## config.mk

```make
export PLATFORM = sky130hd
export DESIGN_NAME = cal_sequencer
export DESIGN_NICKNAME = d
export VERILOG_FILES = /design/src/rtl/cal_seq_pkg.sv /design/src/rtl/cal_pin_qual.sv /design/src/rtl/cal_req_reg.sv /design/src/rtl/cal_phase_ctl.sv /design/src/rtl/cal_sequencer.sv
export SDC_FILE = /design/constraint.sdc
export NUM_CORES = 1
export LEC_CHECK = 0
export ABC_CLOCK_PERIOD_IN_PS = 4850
export BUFFER_PORTS_ARGS = -buffer_cell sky130_fd_sc_hd__buf_2
export CORE_ASPECT_RATIO = 1.25
export CORE_UTILIZATION = 60
export CTS_BUF_LIST = sky130_fd_sc_hd__clkbuf_4
export DETAILED_ROUTE_END_ITERATION = 10
export PLACE_DENSITY = 0.87
export SYNTH_ARGS = -nofsm -noshare
export SYNTH_HDL_FRONTEND = slang
export SYNTH_SLANG_ARGS = --single-unit
```

## constraint.sdc

```tcl
create_clock -name clk_i -period 4.85 [get_ports clk_i]
set_input_delay 0.97 -clock clk_i [delete_from_list [all_inputs] [get_ports clk_i]]
set_output_delay 0.97 -clock clk_i [all_outputs]
set_load 0.1 [all_outputs]
```

## src/rtl/cal_seq_pkg.sv

```systemverilog
package cal_seq_pkg;

  typedef enum logic [1:0] {
    PH_WAIT = 2'd0,
    PH_TRIM = 2'd1,
    PH_CAL  = 2'd2,
    PH_IDLE = 2'd3
  } cal_phase_e;

  function automatic int unsigned max2(input int unsigned a, input int unsigned b);
    return (a > b) ? a : b;
  endfunction

endpackage

```

## src/rtl/cal_pin_qual.sv

```systemverilog
module cal_pin_qual #(
  parameter int unsigned LOW_MIN     = 64,
  parameter int unsigned HIGH_MIN    = 64,
  parameter int unsigned SYNC_STAGES = 2
) (
  input  logic clk_i,
  input  logic rst_ni,
  input  logic pin_i,
  output logic fire_o
);
  localparam int unsigned LO_W = $clog2(LOW_MIN + 1);
  localparam int unsigned HI_W = $clog2(HIGH_MIN + 1);
  localparam logic [LO_W-1:0] LO_MAX  = LO_W'(LOW_MIN);
  localparam logic [HI_W-1:0] HI_LAST = HI_W'(HIGH_MIN - 1);

  logic [SYNC_STAGES-1:0] sync_q;
  logic                   pin_s;
  logic                   prev_q;
  logic                   fire_q;
  logic [LO_W-1:0]        lo_cnt_q;
  logic [HI_W-1:0]        hi_cnt_q;

  for (genvar g = 0; g < SYNC_STAGES; g++) begin : g_sync
    if (g == 0) begin : g_first
      always_ff @(posedge clk_i or negedge rst_ni) begin
        if (!rst_ni) sync_q[g] <= 1'b0;
        else         sync_q[g] <= pin_i;
      end
    end else begin : g_next
      always_ff @(posedge clk_i or negedge rst_ni) begin
        if (!rst_ni) sync_q[g] <= 1'b0;
        else         sync_q[g] <= sync_q[g-1];
      end
    end
  end

  assign pin_s = sync_q[SYNC_STAGES-1];

  // low run restarts at every falling level; high run counts only once armed
  always_ff @(posedge clk_i or negedge rst_ni) begin
    if (!rst_ni) begin
      prev_q   <= 1'b0;
      fire_q   <= 1'b0;
      lo_cnt_q <= '0;
      hi_cnt_q <= '0;
    end else begin
      prev_q <= pin_s;
      fire_q <= 1'b0;
      if (!pin_s) begin
        hi_cnt_q <= '0;
        if (prev_q)                   lo_cnt_q <= LO_W'(1);
        else if (lo_cnt_q != LO_MAX)  lo_cnt_q <= lo_cnt_q + 1'b1;
      end else if (lo_cnt_q == LO_MAX) begin
        if (hi_cnt_q == HI_LAST) begin
          fire_q   <= 1'b1;
          lo_cnt_q <= '0;
          hi_cnt_q <= '0;
        end else begin
          hi_cnt_q <= hi_cnt_q + 1'b1;
        end
      end
    end
  end

  assign fire_o = fire_q;

endmodule

```

## src/rtl/cal_req_reg.sv

```systemverilog
module cal_req_reg #(
  parameter int unsigned ADDR_W   = 4,
  parameter int unsigned CAL_ADDR = 0
) (
  input  logic              clk_i,
  input  logic              rst_ni,
  input  logic              we_i,
  input  logic [ADDR_W-1:0] addr_i,
  input  logic              cal_i,
  input  logic              accept_i,
  input  logic              start_i,
  output logic              bit_o
);
  localparam logic [ADDR_W-1:0] MY_ADDR = ADDR_W'(CAL_ADDR);

  logic bit_q;

  always_ff @(posedge clk_i or negedge rst_ni) begin
    if (!rst_ni)                                           bit_q <= 1'b0;
    else if (start_i)                                      bit_q <= 1'b0;
    else if (we_i && accept_i && addr_i == MY_ADDR && cal_i) bit_q <= 1'b1;
  end

  assign bit_o = bit_q;

endmodule

```

## src/rtl/cal_phase_ctl.sv

```systemverilog
module cal_phase_ctl
  import cal_seq_pkg::*;
#(
  parameter int unsigned DLY_SHORT = 1024,
  parameter int unsigned DLY_LONG  = 16777216,
  parameter int unsigned TRIM_LEN  = 256,
  parameter int unsigned CAL_LEN   = 1400
) (
  input  logic       clk_i,
  input  logic       rst_ni,
  input  logic       dly_long_i,
  input  logic       req_i,
  input  logic       trim_dis_i,
  output cal_phase_e phase_o,
  output logic       start_o
);
  localparam int unsigned LEN_MAX = max2(max2(DLY_SHORT, DLY_LONG), max2(TRIM_LEN, CAL_LEN));
  localparam int unsigned CNT_W   = $clog2(LEN_MAX + 1);
  localparam logic [CNT_W-1:0] SHORT_LAST = CNT_W'(DLY_SHORT - 1);
  localparam logic [CNT_W-1:0] LONG_LAST  = CNT_W'(DLY_LONG - 1);
  localparam logic [CNT_W-1:0] TRIM_LAST  = CNT_W'(TRIM_LEN - 1);
  localparam logic [CNT_W-1:0] CAL_LAST   = CNT_W'(CAL_LEN - 1);

  cal_phase_e       phase_q;
  logic [CNT_W-1:0] cnt_q;
  logic [CNT_W-1:0] dly_last;

  assign dly_last = dly_long_i ? LONG_LAST : SHORT_LAST;
  assign start_o  = (phase_q == PH_IDLE) && req_i;

  // one counter serves the power-up wait and both phases
  always_ff @(posedge clk_i or negedge rst_ni) begin
    if (!rst_ni) begin
      phase_q <= PH_WAIT;
      cnt_q   <= '0;
    end else begin
      unique case (phase_q)
        PH_WAIT: begin
          if (cnt_q >= dly_last) begin
            phase_q <= PH_TRIM;
            cnt_q   <= '0;
          end else begin
            cnt_q <= cnt_q + 1'b1;
          end
        end
        PH_TRIM: begin
          if (cnt_q == TRIM_LAST) begin
            phase_q <= PH_CAL;
            cnt_q   <= '0;
          end else begin
            cnt_q <= cnt_q + 1'b1;
          end
        end
        PH_CAL: begin
          if (cnt_q == CAL_LAST) begin
            phase_q <= PH_IDLE;
            cnt_q   <= '0;
          end else begin
            cnt_q <= cnt_q + 1'b1;
          end
        end
        PH_IDLE: begin
          cnt_q <= '0;
          if (req_i) phase_q <= trim_dis_i ? PH_CAL : PH_TRIM;
        end
        default: phase_q <= PH_IDLE;
      endcase
    end
  end

  assign phase_o = phase_q;

endmodule

```

## src/rtl/cal_sequencer.sv

```systemverilog
module cal_sequencer
  import cal_seq_pkg::*;
#(
  parameter int unsigned LOW_MIN     = 64,
  parameter int unsigned HIGH_MIN    = 64,
  parameter int unsigned SYNC_STAGES = 2,
  parameter int unsigned DLY_SHORT   = 1024,
  parameter int unsigned DLY_LONG    = 16777216,
  parameter int unsigned TRIM_LEN    = 256,
  parameter int unsigned CAL_LEN     = 1400,
  parameter int unsigned ADDR_W      = 4,
  parameter int unsigned CAL_ADDR    = 0
) (
  input  logic              clk_i,
  input  logic              rst_ni,
  input  logic              cal_pin_i,
  input  logic              reg_we_i,
  input  logic [ADDR_W-1:0] reg_addr_i,
  input  logic              reg_cal_i,
  input  logic              dly_sel_i,
  input  logic              ext_mode_i,
  input  logic              trim_dis_i,
  output logic              cal_run_o,
  output logic              trim_phase_o,
  output logic              dclk_en_o,
  output logic              cal_bit_o
);
  cal_phase_e phase;
  logic       pin_fire;
  logic       bit_q;
  logic       start;
  logic       dly_long;

  assign dly_long = dly_sel_i && !ext_mode_i;

  cal_pin_qual #(
    .LOW_MIN    (LOW_MIN),
    .HIGH_MIN   (HIGH_MIN),
    .SYNC_STAGES(SYNC_STAGES)
  ) i_pin_qual (
    .clk_i (clk_i),
    .rst_ni(rst_ni),
    .pin_i (cal_pin_i),
    .fire_o(pin_fire)
  );

  cal_req_reg #(
    .ADDR_W  (ADDR_W),
    .CAL_ADDR(CAL_ADDR)
  ) i_req_reg (
    .clk_i   (clk_i),
    .rst_ni  (rst_ni),
    .we_i    (reg_we_i),
    .addr_i  (reg_addr_i),
    .cal_i   (reg_cal_i),
    .accept_i(phase == PH_IDLE),
    .start_i (start),
    .bit_o   (bit_q)
  );

  cal_phase_ctl #(
    .DLY_SHORT(DLY_SHORT),
    .DLY_LONG (DLY_LONG),
    .TRIM_LEN (TRIM_LEN),
    .CAL_LEN  (CAL_LEN)
  ) i_phase_ctl (
    .clk_i     (clk_i),
    .rst_ni    (rst_ni),
    .dly_long_i(dly_long),
    .req_i     (pin_fire || bit_q),
    .trim_dis_i(trim_dis_i),
    .phase_o   (phase),
    .start_o   (start)
  );

  assign cal_run_o    = (phase == PH_TRIM) || (phase == PH_CAL);
  assign trim_phase_o = (phase == PH_TRIM);
  assign dclk_en_o    = (phase != PH_TRIM);
  assign cal_bit_o    = bit_q;

endmodule

```

Yosys cells after proc, flatten, opt, wreduce, memory -nomap -nowiden
Index checks and enable logic that the tools add are counted. W data, S select, Z words.

Input port bits: 12. Bits in registers: 46.

Mux-type cells: 24. Add/sub/neg operators: 3. Equal/unequal tests: 15. Reductions and logical operators: 14. Magnitude comparators: 1.

Operators by type and width (count): $pmux W25 S4 (1); $mux W25 (3); $mux W7 (8); $add A25 B1 Y25 const B (1); $eq A25 B11 Y1 const B (1); $eq A25 B8 Y1 const B (1); $ge A25 B25 Y1 (1); $mux W24 (1); $add A7 B1 Y7 const B (2); $mux W2 (5); $ne A2 B1 Y1 const B (5); $pmux W2 S4 (1); $eq A7 B6 Y1 const B (1); $eq A7 B7 Y1 const B (1); $ne A7 B7 Y1 const B (1); $logic_and A1 B1 Y1 (5); $mux W1 (5); $eq A2 B2 Y1 const B (2); $logic_not A4 Y1 (1); $ne A2 B2 Y1 const B (2); $reduce_and A4 Y1 (1); $reduce_and A3 Y1 (1); $reduce_bool A3 Y1 (1); $eq A2 B1 Y1 const B (1); 4 further kinds (5).

Logic depth before layout (Yosys ltp)
Word-level depth: 6. Depth in mapped cells: 9. Gate-level depth less buffers: 8.

Hierarchy
From an unflattened synthesis, not the netlist that was laid out.

Cells, all modules: 280. Area total of the unflattened synthesis: 2767.7 um^2.

Modules (own cells, without submodules): cal_phase_ctl (instances 1, area each 1716.6 um^2, cells an instance 176); cal_pin_qual (instances 1, area each 929.6 um^2, cells an instance 91); cal_sequencer (instances 1, area each 61.3 um^2, cells an instance 8); cal_req_reg (instances 1, area each 60.1 um^2, cells an instance 5).

Worst setup path after synthesis
Ideal clock, no wire load.

Kind: input to register. From: in ext_mode_i. To: reg i_phase_ctl.phase_q[1], in the netlist i_phase_ctl.phase_o[1]. Cell stages on the path: 8. Library setup time: 119 ps. Setup slack: 1837 ps. Required time: 4731 ps. Arrival: 2894 ps. Buffers on the path: 0. Path through: nand2b_1 -> ha_1 -> a21o_1 -> a211oi_1 -> o211ai_1 -> a211oi_1 -> nor4b_1 -> o21a_1.

Word-level cells in the longest chain between the ends: 6.

RTL lines: from (decl) (RTL line cal_sequencer.sv:21) `input logic ext_mode_i,`; $logic_not A1 Y1 (RTL line cal_sequencer.sv:34) `assign dly_long = dly_sel_i && !ext_mode_i;`; $logic_and A1 B1 Y1 (RTL line cal_sequencer.sv:34); $mux W24 (RTL line cal_phase_ctl.sv:28) `assign dly_last = dly_long_i ? LONG_LAST : SHORT_LAST;`; $ge A25 B25 Y1 (RTL line cal_phase_ctl.sv:39) `if (cnt_q >= dly_last) begin`; $ne A2 B1 Y1 (no source line); $reduce_and A4 Y1 (no source line); to (signal assigned) (RTL line cal_phase_ctl.sv:64) `if (req_i) phase_q <= trim_dis_i ? PH_CAL : PH_TRIM;`; to (decl) (RTL line cal_phase_ctl.sv:24) `cal_phase_e phase_q;`.

Every way passes these cells. A chain may end at the register's enable or synchronous reset.

Worst setup path in the final report
From: in ext_mode_i. To: reg i_phase_ctl.cnt_q[2].

Word-level cells in the longest chain between the ends: 6.

RTL lines: $logic_not A1 Y1 (RTL line cal_sequencer.sv:34); $logic_and A1 B1 Y1 (RTL line cal_sequencer.sv:34); $mux W24 (RTL line cal_phase_ctl.sv:28); $ge A25 B25 Y1 (RTL line cal_phase_ctl.sv:39); $mux W25 (RTL line cal_phase_ctl.sv:39); $pmux W25 S4 (RTL line cal_phase_ctl.sv:37) `unique case (phase_q)`; to (signal assigned) (RTL line cal_phase_ctl.sv:43) `cnt_q <= cnt_q + 1'b1;`; to (signal assigned) (RTL line cal_phase_ctl.sv:51) `cnt_q <= cnt_q + 1'b1;`; to (signal assigned) (RTL line cal_phase_ctl.sv:59) `cnt_q <= cnt_q + 1'b1;`; to (decl) (RTL line cal_phase_ctl.sv:25) `logic [CNT_W-1:0] cnt_q;`.

Every way passes these cells.

==> metrics.yaml <==
clock_tree:
  clock-sinks: 46
  clockRootBuffer: "clkbuf_4"
  cts_max_level: 2
  ctsHoldBuffers: 0
  clock_latency_ns: 0.36
  cts_resized: 0
  path_clk_slew_ns: 0.13
  cts_buffers: 5
  cts_tree: "done"
  clock_path_buffers: 2
  cts_setup_buffers: 0
timing:
  fin_crit_ns: 3.21
  finalSetupViolations: 0
  setup_tns_ns: 0
  max-slew-margin-rel_pct: 32.7
  tightest_slew_ns: 1.01
  skew_ns: 0.0164
  fin_crit_sh_pct: 66.3
  finalHoldViolations: 0
  slew_viol_final: 0
  max_freq_mhz: 311
  whs_ns: 0.362
  rsz0062_at_grt: "false"
hold_path:
  min_to: "i_pin_qual.pin_s$_DFF_PN0_"
  min_path_type: "reg2reg"
  holdPathStages: 0
  hp-start: "i_pin_qual.sync_q[0]$_DFF_PN0_"
critical_path:
  rrSetupSlack_ns: 2.23
  timing.rr.end: "i_phase_ctl.cnt_q[2]$_DFF_PN0_"
  endpoint_kind: "register"
  cp-start-kind: "input port"
  reg2reg_depth: 6
  path_class: "in2reg"
  rr_startpoint: "i_phase_ctl.cnt_q[22]$_DFF_PN0_"
  worstPathArrival_ns: 3.42
  critPathRequiredTime_ns: 5.05
  crit_fanout: 25
synth:
  synth_warnings: 0
  synth_fp_nets: 323
  yosysSeqAreaShare_pct: 42.2
  ys.flop_type: "dfrtp_1"
  synthTopCellsByCount: "46 x dfrtp_1, 39 x nor2_1, 23 x ha_1"
  synth_area_leader_cell: "dfrtp_1"
  synth_area_um2: 2730
  ys_types: 50
  synthCells: 288
  synth_enable_flop_cells: 0
  syn_avg_cell_area_um2: 9.47
  ys_seq_elements: 46
  yosys.area.top_type_share_pct: 42.2
  ys_top_cells_by_area: "dfrtp_1 42%, ha_1 11%, nor2_1 5.4%"
  synth.most_common_cell: "dfrtp_1"
  async_reset_ff_share_pct: 100
placement:
  dp_hpwl_um: 3740
  place_area_um2: 2850
  gp_congestion: 0.846
  dp_cells: 356
  io_buffers: 15
global_route:
  grt_max_degree: 47
  grt_pass1_vias: 2177
  grt_first_pass_wirelength_um: 9110
  grt_use_total_pct: 23.9
  grt_overflow: 0
  antenna_found_initial: 0
pwr:
  ir_drop_v: 0.000179
  power_density_nw_per_um2: 204
  p_leak_nw: 1.39
detailed_routing:
  drt-vias-per-instance: 5.86
  drtIter0Drc: 68
  drcViolationCount: 0
  first_pass_iters: 4
  dr_total_vias: 2134
  drt_wl_total_um: 5090
  drt-wirelength-per-cell_um: 14.0
  drtAntennaViolNets: 0
floorplanning:
  fp.dieArea_um2: 4820
  coreArea_um2: 4390
  die_width_um: 62.3
  ios: 16
  die_h_um: 77.4
  rows: 27
  initial_core_util_pct: 62.1
run:
  maxCapViolations: 0
outcome:
  status: "complete, no violations"
cells_and_area:
  final_cell_area_um2: 2900
  final_cells: 364
  fin_nets: 340
  syn_to_final_growth_pct: 6.47
  drive_gt1_share_pct: 9.80
  diodes: 0
  fill_cells: 347
[how the worst max path moves through the flow]
stage | from | endpoint | slack (ns) | cells past startpoint
final | ext_mode_i | i_phase_ctl.cnt_q[2]$_DFF_PN0_ | 1.64 | 9
after floorplan | ext_mode_i | i_phase_ctl.phase_o[1]$_DFFE_PN0P_ | 1.84 | 8
after CTS | ext_mode_i | i_phase_ctl.cnt_q[2]$_DFF_PN0_ | 1.64 | 9
after global placement | ext_mode_i | i_phase_ctl.cnt_q[24]$_DFF_PN0_ | 1.34 | 9
after global routing | ext_mode_i | i_phase_ctl.cnt_q[22]$_DFF_PN0_ | 1.42 | 9
after detailed placement | ext_mode_i | i_phase_ctl.cnt_q[16]$_DFF_PN0_ | 1.25 | 9
[layout make-up]
class	count	area [um^2]	area share (%)
Tap cell	58	72.6	2.50
Inverter	16	60.1	2.07
Sequential cell	46	1150	39.7
Clock buffer	5	37.5	1.29
Multi-Input combinational cell	221	1490	51.3
Timing Repair Buffer	15	75.1	2.59
Clock inverter	3	16.3	0.560
[cells by family after synthesis]
family                   count (synthesis)  share of synthesized area, %
AND/OR/NAND/NOR                        126                          25.2
AO/OA/AOI/OAI                           46                          10.5
flip-flops                              46                          42.2
XOR/XNOR                                25                          8.03
adder cells (fa/ha/maj)                 23                          10.6
buffers and inverters                   21                          3.12
multiplexers                             1                         0.367
[critical path: stages]
cell      delay, ns
buf_2          0.09
nand2b_1       0.39
ha_1           0.47
nand4_1        0.13
nor3_1         0.20
a211o_1        0.16
a21oi_1        0.08
o22ai_2        0.80
nor2_1         0.12
[power breakdown]
part	switching, W	leakage [nW]	internal (W)
Sequential	0.00000360	0.609	0.000386
Combinational	0.0000198	0.752	0.0000112
Clock	0.000119	0.0286	0.0000541
Total	0.000142	1.39	0.000452
[cells in the final DEF, fill, tap and decap left out, types with 9 or more instances in the layout]
cell type / n
nand4_1: 10
a21oi_1: 11
xor2_1: 10
ha_1: 23
and3_1: 9
inv_1: 16
buf_2: 15
nor2_1: 39
o21ai_0: 16
dfrtp_1: 46
nand3_1: 12
xnor2_1: 15
nand2_1: 20
[routing by layer]
layer	wire, um	part of all wire (%)	track usage (%)
met1	2210	43	26.1
met5	0	0	0
met4	176	3.5	14.0
met3	114	2.2	4.26
met2	2590	51	43.1
[per-stage QoR]
stage,utilization (%),setup slack [ns],total power (W)
after floorplan,-,1.84,0.000412
after global placement,64.9,1.34,0.000427
after detailed placement,64.9,1.25,0.000429
after CTS,66.1,1.64,0.000602
after global routing,66.1,1.42,0.000620
final,66.1,1.64,0.000594
[state kept, by name (all words and copies together), names as in the netlist]
signal	count
i_phase_ctl.cnt_q	25
i_phase_ctl.phase_o	2
i_pin_qual.fire_o	1
i_pin_qual.hi_cnt_q	7
i_pin_qual.lo_cnt_q	7
i_pin_qual.pin_s	1
i_pin_qual.prev_q	1
i_pin_qual.sync_q	1
i_req_reg.bit_o	1
Note: power is estimated with default switching activity, not from simulation.
